## src/rtl/bit_rmw_unit.sv

```systemverilog
module bit_rmw_unit #(
  parameter int AW = 32,
  parameter int RW = 32
) (
  input  logic          clk,
  input  logic          rst_n,
  input  logic          cmd_valid,
  input  logic [2:0]    cmd_op,
  input  logic          cmd_mem,
  input  logic [RW-1:0] cmd_reg_val,
  input  logic [AW-1:0] cmd_addr,
  input  logic [AW-1:0] cmd_off,
  output logic          busy,
  output logic          done,
  output logic          flag,
  output logic          reg_we,
  output logic [RW-1:0] reg_wdata,
  output logic          cvt_valid,
  output logic [AW-1:0] cvt_addr,
  output logic          mem_req,
  output logic          mem_we,
  output logic [AW-1:0] mem_addr,
  output logic [7:0]    mem_wdata,
  input  logic [7:0]    mem_rdata,
  input  logic          mem_ack
);
  localparam int BW = $clog2(RW);
  localparam logic [2:0] OP_CLR = 3'd0, OP_SET = 3'd1, OP_INV = 3'd2,
                         OP_TST = 3'd3, OP_CVT = 3'd4;

  typedef enum logic [1:0] {S_IDLE, S_RD, S_WR, S_FIN} st_t;

  st_t            st;
  logic [2:0]     op_q;
  logic           mem_q;
  logic [AW-1:0]  res_q;
  logic [AW-1:0]  addr_q;
  logic [2:0]     bit_q;
  logic [7:0]     wbyte_q;
  logic           flag_q;

  function automatic logic new_bit(input logic [2:0] op, input logic old);
    case (op)
      OP_CLR:  return 1'b0;
      OP_SET:  return 1'b1;
      OP_INV:  return ~old;
      default: return old;
    endcase
  endfunction

  wire           accept = cmd_valid && (st == S_IDLE);
  wire [BW-1:0]  rbit   = cmd_off[BW-1:0];
  wire           rold   = cmd_reg_val[rbit];
  wire [AW-1:0]  disp   = AW'($signed(cmd_off) >>> 3);
  wire           mold   = mem_rdata[bit_q];

  logic [RW-1:0] rnew;
  logic [7:0]    mnew;
  always_comb begin
    rnew = cmd_reg_val;
    rnew[rbit] = new_bit(cmd_op, rold);
    mnew = mem_rdata;
    mnew[bit_q] = new_bit(op_q, mold);
  end

  always_ff @(posedge clk) begin
    if (!rst_n) begin
      st      <= S_IDLE;
      op_q    <= OP_TST;
      mem_q   <= 1'b0;
      res_q   <= '0;
      addr_q  <= '0;
      bit_q   <= '0;
      wbyte_q <= '0;
      flag_q  <= 1'b0;
    end else begin
      case (st)
        S_IDLE: if (accept) begin
          op_q  <= cmd_op;
          mem_q <= cmd_mem;
          if (cmd_op == OP_CVT) begin
            res_q <= (cmd_addr << 3) + cmd_off;
            st    <= S_FIN;
          end else if (!cmd_mem) begin
            res_q  <= AW'(rnew);
            flag_q <= rold;
            st     <= S_FIN;
          end else begin
            addr_q <= cmd_addr + disp;
            bit_q  <= cmd_off[2:0];
            st     <= S_RD;
          end
        end
        S_RD: if (mem_ack) begin
          flag_q  <= mold;
          wbyte_q <= mnew;
          st      <= (op_q == OP_TST) ? S_FIN : S_WR;
        end
        S_WR: if (mem_ack) st <= S_FIN;
        default: st <= S_IDLE;
      endcase
    end
  end

  assign busy      = (st != S_IDLE);
  assign done      = (st == S_FIN);
  assign flag      = flag_q;
  assign reg_we    = done && !mem_q && (op_q inside {OP_CLR, OP_SET, OP_INV});
  assign reg_wdata = RW'(res_q);
  assign cvt_valid = done && (op_q == OP_CVT);
  assign cvt_addr  = res_q;
  assign mem_req   = (st == S_RD) || (st == S_WR);
  assign mem_we    = (st == S_WR);
  assign mem_addr  = addr_q;
  assign mem_wdata = wbyte_q;

  assert_done_in_busy_R9: assert property (@(posedge clk) disable iff (!rst_n)
    done |-> busy);
  assert_req_held_R5: assert property (@(posedge clk) disable iff (!rst_n)
    (mem_req && !mem_ack) |=> (mem_req && $stable(mem_addr) && $stable(mem_we)));
  assert_test_no_write_R7: assert property (@(posedge clk) disable iff (!rst_n)
    mem_we |-> (op_q != OP_TST));
  assert_outputs_in_done_R4: assert property (@(posedge clk) disable iff (!rst_n)
    (reg_we || cvt_valid) |-> (done && $onehot0({reg_we, cvt_valid})));
  assert_flag_quiet_R10: assert property (@(posedge clk) disable iff (!rst_n)
    (st == S_IDLE && !cmd_valid) |=> $stable(flag));
  assert_write_after_read_R6: assert property (@(posedge clk) disable iff (!rst_n)
    (mem_we && !$past(mem_we)) |-> ($past(mem_req) && $past(mem_ack) && $stable(mem_addr)));
endmodule

```

## config.mk

```make
export PLATFORM = sky130hd
export DESIGN_NAME = bit_rmw_unit
export DESIGN_NICKNAME = d
export VERILOG_FILES = /design/src/rtl/bit_rmw_unit.sv
export SDC_FILE = /design/constraint.sdc
export NUM_CORES = 1
export LEC_CHECK = 0
export BUFFER_PORTS_ARGS = -buffer_cell sky130_fd_sc_hd__buf_2
export CORE_ASPECT_RATIO = 2
export CORE_MARGIN = 4
export CORE_UTILIZATION = 56
export DETAILED_ROUTE_END_ITERATION = 8
export PLACE_DENSITY = 0.95
export SETUP_SLACK_MARGIN = 0.1
export SYNTH_ARGS = -nofsm -noshare
export SYNTH_HDL_FRONTEND = slang
export SYNTH_SLANG_ARGS = --single-unit
```

## constraint.sdc

```tcl
create_clock -name clk -period 7 [get_ports clk]
set_input_delay 0.7 -clock clk [delete_from_list [all_inputs] [get_ports clk]]
set_output_delay 0.7 -clock clk [all_outputs]
set_load 0.02 [all_outputs]
```

==> results of run 1 <==
cell type report:
cell class                 count  area [um2]
timing repair buffer         226        1140
inverter                      15        56.3
multi-input combinational    678        4370
tap                          142         178
sequential                    82        1640
antenna                        2        5.00
clock buffer                  11         253
clock inverter                 3        40.0
fill                         979        3670
sequential cells by signal (all words and copies together), names as in the netlist:
name	flops
cvt_addr	32
mem_addr	32
mem_wdata	8
bit_q	3
op_q	3
st	2
flag	1
mem_q	1
metal layers:
| metal | share of wire [%] | up-vias | track usage [%] | routed length [um] |
|---|---|---|---|---|
| met3 | 8.8 | 114 | 5.39 | 2010 |
| met5 | 0 | - | 0 | 0 |
| met2 | 51 | 487 | 56.3 | 11500 |
| met1 | 34 | 3430 | 35.4 | 7670 |
| met4 | 7.0 | 0 | 22.0 | 1590 |
| li1 | - | 3429 | - | - |
cells in the final DEF, fill, tap and decap left out, drive strengths merged, types with 3 or more instances in the layout:
master     n
a2111oi    3
a211o      4
a211oi    14
a21o      18
a21oi     97
a221oi     5
a22oi     13
a31oi      7
and2       5
and3      10
buf      226
clkbuf    11
clkinv     3
dfxtp     82
ha        35
inv       14
mux2i     41
nand2    106
nand2b    10
nand3     28
nand3b     5
nand4      7
nor2      72
nor2b      4
nor3      23
nor3b      3
nor4       4
o211a      3
o21a       3
o21ai     47
o21bai     7
o221ai     8
o22ai     15
o311ai     4
o31ai      7
or3        7
or3b       3
xnor2     16
xor2       8
report_power, final:
| group | switching, mW | internal [mW] | total (mW) |
|---|---|---|---|
| sequential | 0.0616 | 0.541 | 0.602 |
| clock | 0.191 | 0.291 | 0.482 |
| combinational | 0.531 | 0.283 | 0.814 |
| total | 0.783 | 1.11 | 1.90 |
through the flow:
step                      power [mW]  util (%)  cell area (um2)  hold slack (ns)
after floorplan                 1.18         -             6540            0.437
after global placement          1.39      65.1             7390            0.439
after detailed placement        1.41      65.1             7390            0.445
after CTS                       1.88      67.6             7680            0.452
after global routing            1.99      67.7             7680            0.483
final                           1.90      67.7             7680            0.454
worst paths after layout:
| kind | slack [ns] | endpoint | cells after the start | start |
|---|---|---|---|---|
| setup / recovery | 3.32 | cvt_addr[0] | 8 | cmd_op[0] |
| hold / removal | 0.45 | mem_addr[20] | 2 | mem_addr[20] |
| setup reg to reg | 4.24 | cvt_addr[0] | 6 | st[0] |
| hold reg to reg | 0.45 | mem_addr[20] | 2 | mem_addr[20] |
kinds of logic after synthesis:
family / synth area share, %
multiplexers: 6.62
flip-flops: 25.1
XOR/XNOR: 3.21
AND/OR/NAND/NOR: 21.2
buffers and inverters: 8.11
adder cells (fa/ha/maj): 7.16
AO/OA/AOI/OAI: 28.6
worst min-delay path, cell delays in order, from the launching register on:
cell and delay, ns:
dfxtp_1 0.31, nand2_1 0.05, a21oi_1 0.05
==> results.toml, run 1 <==
[clock_tree]
cts_root_buffer = "clkbuf_16"
cts_htree_levels = 3
cts_tree = "done"
cts_sinks = 82
holdBufCountCts = 0
worst_skew_pair.late_latency_ns = 0.34
clock_path_buffers = 2
post_cts.resized_instances = 0
cts_made_buffers = 9
post-cts-setup-buffer-count = 0
clk_pin_slew_worst_paths_ns = 0.06

[route]
routed_vias = 7460
drcViolationCount = 0
totalWireLength_um = 22800
detail_route.wl_per_cell_um = 19.7
post_drt_via_cell_ratio = 6.44
detail_route.iter0.violations = 914
first_pass_iters = 6
antenna_violating_nets_post_route = 0

[setup_path]
path_common_cell = "nand2_1"
cp_cell_sequence = "buf_2 -> nor2_1 -> nand2_1 -> nand2_1 -> nand3_1 -> nor2_1 -> nand2_1 -> o22ai_1"
worstPathBufferInverterCount = 1
critical_path_rt_ns = 7.25
crit_path_max_fanout = 20
cp.arrival_ns = 3.93
criticalPathCategory = "in -> reg"
worst_path_dominant_cell_family = "simple AND/OR/NAND/NOR gates"
critPathMaxStageDelay_ns = 0.55
critical_path_endpoint_category = "flop"
timing.critical_path.from_type = "input port"
critical-path-slowest-cell = "nand2_1"

[yosys]
most_frequently_used_cell_type_in_the_post_synthesis_netlist = "nand2_1"
synth_flop_cell = "dfxtp_1"
ys_top_cells_by_count = "nand2_1, a21oi_1, dfxtp_1"
synth_enable_flop_cells = 0
mappedNetlistNets = 1009
netlist_instances = 861
synth_register_bits = 82
syn-cell-area_um2 = 6540
asyncSetResetFlopFracSynth_pct = 0
ys_types = 75
mean_area_per_synthesized_cell_um2 = 7.60
seq_area_frac_synth_pct = 25.1
synth_largest_area_cell = "dfxtp_1"
synth.yosys.warnings = 0
synth_area_leaders = "dfxtp_1, a21oi_1, ha_1, mux2i_1, nand2_1"
post-synth-top-area-fraction_pct = 25.1

[die]
io_pins = 223
chipHeight_um = 161
die_area_um2 = 13600
placementRows = 55
initial_utilization_pct = 57.6
core_region_area_um2 = 11400
die_x_um = 84.4

[sta]
timing.max_slew.rel_slack_pct = 31.2
final.setup_skew_ns = 0.00974
worstMarginPinSlew_ns = 1.03
setup_total_negative_slack_ns = 0
finalHoldViolCount = 0
finalWorstPathRequiredPeriod_ns = 3.68
grt_setup_unrepaired = "no"
setup_violations = 0
achievable-frequency_ghz = 0.272
finalWorstSetupSlack_ns = 3.32
layout_worst_path_cycle_share_pct = 52.6
timing.final.max_slew_violations = 0

[hold_path]
timing.hold.worst.class = "reg -> reg"

[global_route]
overflow = 0
grt_usage_pct = 32.4
grt_pass1_wl_um = 35600
grt_start_max_net_pins = 44
number_of_global_route_vias_before_repair = 7095
antenna_violations_before_repair = 2

[flow_run]
max-cap-violations = 0

[power_and_ir_drop]
power-per-cell-area_nw_per_um2 = 247
ir_drop_v = 0.000166
cellLeakagePower_nw = 3.60

[status]
status = "completed"

[layout]
layout-drive-gt1-share_pct = 25.8
design.final.nets = 1160
number_of_non_filler_instances_in_the_completed_layout = 1159
synthToLayoutAreaGrowth_pct = 17.5

[placed_design]
hpwl_um = 17700
gp_routability_congestion = 1.02
placed_cells = 1143
placement.io_buffers = 222
pre_cts_slack_ns = 3.06
Note: power is estimated with default switching activity, not from simulation.
==> run 2: changes to the inputs <==
--- a/config.mk
+++ b/config.mk
@@ -8,9 +8,9 @@
 export BUFFER_PORTS_ARGS = -buffer_cell sky130_fd_sc_hd__buf_2
 export CORE_ASPECT_RATIO = 2
 export CORE_MARGIN = 4
-export CORE_UTILIZATION = 56
+export CORE_UTILIZATION = 52
 export DETAILED_ROUTE_END_ITERATION = 8
-export PLACE_DENSITY = 0.95
+export PLACE_DENSITY = 0.89
 export SETUP_SLACK_MARGIN = 0.1
 export SYNTH_ARGS = -nofsm -noshare
 export SYNTH_HDL_FRONTEND = slang
==> constraint.sdc (replaced) <==
create_clock -name clk -period 3.6 [get_ports clk]
set_input_delay 0.36 -clock clk [delete_from_list [all_inputs] [get_ports clk]]
set_output_delay 0.36 -clock clk [all_outputs]
set_load 0.02 [all_outputs]
==> results.toml, run 2 (synthesis gave the netlist of run 1 again) <==
[power_and_ir_drop]
power-per-cell-area_nw_per_um2 = 477
ir_drop_v = 0.000426
cellLeakagePower_nw = 3.64

[setup_path]
cp.arrival_ns = 3.17
crit_path_max_fanout = 13
reg2regPathDepth = 6
beginning_of_the_worst_register_to_register_path = "st[0]"
critical_path_rt_ns = 3.83
worst_r2r_endpoint = "cvt_addr[31]"
criticalPathCategory = "in -> reg"
timing.critical_path.from_type = "input port"
worst-r2r-setup-slack_ns = 1.04
critical_path_endpoint_category = "flop"

[layout]
most-common-layout-cells = "buf_2, nand2_1, a21oi_1"
layout_commonest_cell = "buf_2"
synthToLayoutAreaGrowth_pct = 18.7
layout-drive-gt1-share_pct = 26.5
design.final.nets = 1168

[global_route]
number_of_global_route_vias_before_repair = 6956
overflow = 0
grt_usage_pct = 29.9
grt_start_max_net_pins = 33
antenna_violations_before_repair = 4
grt_pass1_wl_um = 34900

[placed_design]
hpwl_um = 17800
gp_routability_congestion = 0.948
placement.io_buffers = 222

[status]
status = "finished with violations"
violated_checks = "DRC"

[sta]
achievable-frequency_ghz = 0.341
grt_setup_unrepaired = "no"
finalHoldViolCount = 0
timing.max_slew.rel_slack_pct = 42.5
timing.final.max_slew_violations = 0
finalWorstPathRequiredPeriod_ns = 2.93
setup_total_negative_slack_ns = 0
layout_worst_path_cycle_share_pct = 81.4
setup_violations = 0
worstMarginPinSlew_ns = 0.856
final.setup_skew_ns = 0.00866
worst_hold_slack_ns = 0.315

[flow_run]
max-cap-violations = 0

[die]
io_pins = 223
chipHeight_um = 167
die_x_um = 87.3
die_area_um2 = 14500
placementRows = 57
core_region_area_um2 = 12300
initial_utilization_pct = 53.3

[hold_path]
min-delay-start = "mem_rdata[4]"
hold_path_depth = 3
hold-path-endpoint = "mem_wdata[4]"
timing.hold.worst.class = "in -> reg"

[route]
detail_route.wl_per_cell_um = 19.1
first_pass_iters = 8
totalWireLength_um = 22400
detail_route.iter0.violations = 710
drcViolationCount = 1
routed_vias = 7257
post_drt_via_cell_ratio = 6.18
antenna_violating_nets_post_route = 0

[clock_tree]
cts_root_buffer = "clkbuf_16"
holdBufCountCts = 0
cts_tree = "done"
worst_skew_pair.late_latency_ns = 0.35
post_cts.resized_instances = 0
post-cts-setup-buffer-count = 0
cts_sinks = 82
clk_pin_slew_worst_paths_ns = 0.07
clock_path_buffers = 2
cts_htree_levels = 3
cts_made_buffers = 9
-- run 2: worst max-delay path by stage --
stage | slack [ns] | endpoint | depth (start not counted) | from
global route | 0.51 | mem_addr[30] | 11 | cmd_off[3]
finish | 0.67 | mem_addr[30] | 11 | cmd_off[3]
detailed placement | 0.36 | mem_addr[30] | 11 | cmd_off[3]
CTS | 0.71 | mem_addr[28] | 11 | cmd_off[3]
floorplan | 0.95 | mem_addr[28] | 10 | cmd_addr[0]
global placement | 0.42 | mem_addr[30] | 11 | cmd_off[3]
-- run 2: routing by layer --
metal / vias up / part of all wire [%] / track usage, %
met5: - / 0.036 / 0
met4: 2 / 6.6 / 19.4
met3: 102 / 6.7 / 3.91
met2: 381 / 52 / 52.9
met1: 3332 / 35 / 31.7
li1: 3440 / - / -
-- run 2: layout make-up --
type	count	area, um2
timing repair buffer	234	1200
clock inverter	7	76.3
sequential	82	1640
clock buffer	9	225
fill	1133	4500
multi-input combinational	678	4370
inverter	15	56.3
tap	147	184
antenna	3	7.51
-- run 2: worst max-delay path, cell delays in order --
cell	delay [ns]
buf_2	0.18
ha_1	0.24
fa_1	0.44
a211o_1	0.31
a211oi_1	0.39
o31a_1	0.31
o21ai_1	0.20
a21boi_0	0.34
o21ai_1	0.15
mux2i_1	0.17
nand2_1	0.06
-- run 2: metrics by stage --
step / instance area [um2] / power (mW) / std cells / util, % / worst slack, ns
2_1_floorplan: 6540 / 2.30 / 861 / - / 0.947
3_3_place_gp: 7450 / 2.72 / 1156 / 60.8 / 0.422
3_5_place_dp: 7450 / 2.74 / 1156 / 60.8 / 0.359
4_1_cts: 7750 / 3.69 / 1172 / 63.2 / 0.708
6_report: 7760 / 3.70 / 1175 / 63.3 / 0.668
5_1_grt: 7760 / 3.89 / 1175 / 63.3 / 0.508
-- run 2: power by group --
part / total [mW] / internal [mW] / switching (mW) / leakage [nW]
combinational: 1.58 / 0.560 / 1.02 / 2.82
sequential: 1.17 / 1.05 / 0.119 / 0.670
clock: 0.956 / 0.545 / 0.411 / 0.148
total: 3.70 / 2.16 / 1.55 / 3.64
==> run 3: changes to the inputs <==
--- a/config.mk
+++ b/config.mk
@@ -8,9 +8,9 @@
 export BUFFER_PORTS_ARGS = -buffer_cell sky130_fd_sc_hd__buf_2
 export CORE_ASPECT_RATIO = 2
 export CORE_MARGIN = 4
-export CORE_UTILIZATION = 52
+export CORE_UTILIZATION = 47
 export DETAILED_ROUTE_END_ITERATION = 8
-export PLACE_DENSITY = 0.89
+export PLACE_DENSITY = 0.85
 export SETUP_SLACK_MARGIN = 0.1
 export SYNTH_ARGS = -nofsm -noshare
 export SYNTH_HDL_FRONTEND = slang
==> constraint.sdc (replaced) <==
create_clock -name clk -period 2.4 [get_ports clk]
set_input_delay 0.24 -clock clk [delete_from_list [all_inputs] [get_ports clk]]
set_output_delay 0.24 -clock clk [all_outputs]
set_load 0.02 [all_outputs]
==> results.toml, run 3 (synthesis gave the netlist of run 1 again) <==
[power_and_ir_drop]
cellInternalPower_mw = 3.46
p_switching_mw = 2.38
cellLeakagePower_nw = 4.11
comb_power_share_pct = 45.5
power_switching_share_pct = 40.8
seq_power_share_pct = 30.1
power-per-cell-area_nw_per_um2 = 676
ir_drop_v = 0.000433
clkPwrFrac_pct = 24.4

[setup_path]
cp_cell_sequence = "buf_6 -> ha_4 -> fa_2 -> a211o_1 -> a211oi_2 -> o31a_1 -> buf_4 -> o21ai_2 -> and3_4 -> or3_1 -> nand3_1 -> a21oi_1"
crit_start = "cmd_addr[0]"
cp.arrival_ns = 2.51
critPathMaxStageDelay_ns = 0.36
beginning_of_the_worst_register_to_register_path = "bit_q[1]"
timing.critical_path.from_type = "input port"
worstPathBufferInverterCount = 2
critical_path_rt_ns = 2.62
crit_path_max_fanout = 4
criticalPathCategory = "in -> reg"
critical-path-slowest-cell = "fa_2"
critical_path_endpoint_category = "flop"
worst_path_dominant_cell_family = "compound AO/OA/AOI/OAI gates"

[global_route]
grt_start_max_net_pins = 30
grt_usage_pct = 29.1
number_of_global_route_vias_before_repair = 7492
antenna_violations_before_repair = 3
overflow = 0
grt_pass1_wl_um = 37500

[layout]
design.final.nets = 1256
number_of_non_filler_instances_in_the_completed_layout = 1303
layout-drive-gt1-share_pct = 33.8
synthToLayoutAreaGrowth_pct = 32.0
most-common-layout-cells = "buf_2, nand2_1, buf_4"
num-fill-cells = 1199
layout_commonest_cell = "buf_2"

[die]
chipHeight_um = 175
core_region_area_um2 = 13600
io_pins = 223
die_area_um2 = 16000
die_x_um = 91.4
placementRows = 60
initial_utilization_pct = 48.1

[route]
maxUsedRoutingLayer = "met4"
first_pass_iters = 5
met1_length_um = 8510
detail_route.iter0.violations = 551
detailroute.wirelength.met2_um = 12500
antenna_violating_nets_post_route = 0
routed_vias = 7670
drcViolationCount = 0
wl_met3_um = 1360
totalWireLength_um = 24200
detail_route.wl_per_cell_um = 18.6
post_drt_via_cell_ratio = 5.89

[clock_tree]
clk_pin_slew_worst_paths_ns = 0.06
cts_tree = "done"
holdBufCountCts = 0
worst_skew_pair.late_latency_ns = 0.35
cts_made_buffers = 9
cts_htree_levels = 3
cts_root_buffer = "clkbuf_16"
cts_sinks = 82
clock_path_buffers = 2

[placed_design]
placed_cells = 1277
gp_routability_congestion = 0.993
placement.io_buffers = 222
hpwl_um = 19400

[status]
status = "completed"

[sta]
setup_total_negative_slack_ns = 0
timing.final.max_slew_violations = 0
grt_setup_unrepaired = "yes"
setup_violations = 0
finalHoldViolCount = 0
achievable-frequency_ghz = 0.437
timing.max_slew.rel_slack_pct = 49.9
final.setup_skew_ns = 0.0100
finalWorstPathRequiredPeriod_ns = 2.29
worstMarginPinSlew_ns = 0.749
layout_worst_path_cycle_share_pct = 95.3

[hold_path]
min-delay-start = "cmd_off[2]"
timing.hold.worst.class = "in -> reg"

[flow_run]
max-cap-violations = 0
## run 3: metal layers
layer	up-vias	GRT usage [%]
met4	0	21.5
met2	389	53.0
met1	3558	29.6
met5	-	0
li1	3618	-
met3	105	3.71
## run 3: metrics by stage
| step | utilization, % | worst slack (ns) | total power, mW | area (um2) | hold slack, ns |
|---|---|---|---|---|---|
| after floorplan | - | 0.0480 | 3.46 | 6570 | 0.423 |
| after CTS | 63.0 | 0.101 | 5.79 | 8560 | 0.178 |
| after global placement | 60.3 | -0.306 | 4.31 | 8200 | 0.437 |
| final | 63.5 | 0.113 | 5.84 | 8630 | 0.184 |
| after global routing | 63.5 | 0.0699 | 6.12 | 8630 | 0.198 |
| after detailed placement | 60.3 | -0.401 | 4.36 | 8200 | 0.446 |
## run 3: final cells by class
cell class / count / area [um2] / share of cell area (%)
inverter: 15 / 56.3 / 0.652
clock buffer: 10 / 239 / 2.77
timing repair buffer: 322 / 1920 / 22.3
tap: 186 / 233 / 2.70
clock inverter: 6 / 63.8 / 0.739
antenna: 4 / 10.0 / 0.116
multi-input combinational: 678 / 4470 / 51.7
sequential: 82 / 1640 / 19.0
## run 3: path summary, 6_finish.rpt
path | end | slack [ns] | cells after the start
max reg2reg | mem_wdata[7] | 0.38 | 9
min reg2reg | mem_addr[20] | 0.45 | 2
min | bit_q[2] | 0.18 | 3
max | mem_addr[28] | 0.11 | 12
## run 3: what timing repair did
item	in CTS	in global routing
pin swaps	9	4
endpoints found under the setup margin	13	34
hold endpoints to repair	0	0
gates resized for setup	6	13
buffers inserted	4	2
## run 3: worst register-to-register path: cells and delay by family, from the launching register on
kind	cells	cell delay, ns
buffers and inverters	2	0.36
AO/OA/AOI/OAI	4	0.75
AND/OR/NAND/NOR	1	0.08
flip-flops	1	0.45
multiplexers	2	0.30
## run 3: power by group through the flow
stage / sequential (mW) / clock [mW] / combinational [mW]
4_1_cts: 1.75 / 1.43 / 2.61
3_3_place_gp: 1.77 / 0 / 2.54
3_5_place_dp: 1.78 / 0 / 2.58
2_1_floorplan: 1.95 / 0 / 1.51
5_1_grt: 1.78 / 1.47 / 2.87
6_report: 1.76 / 1.43 / 2.65
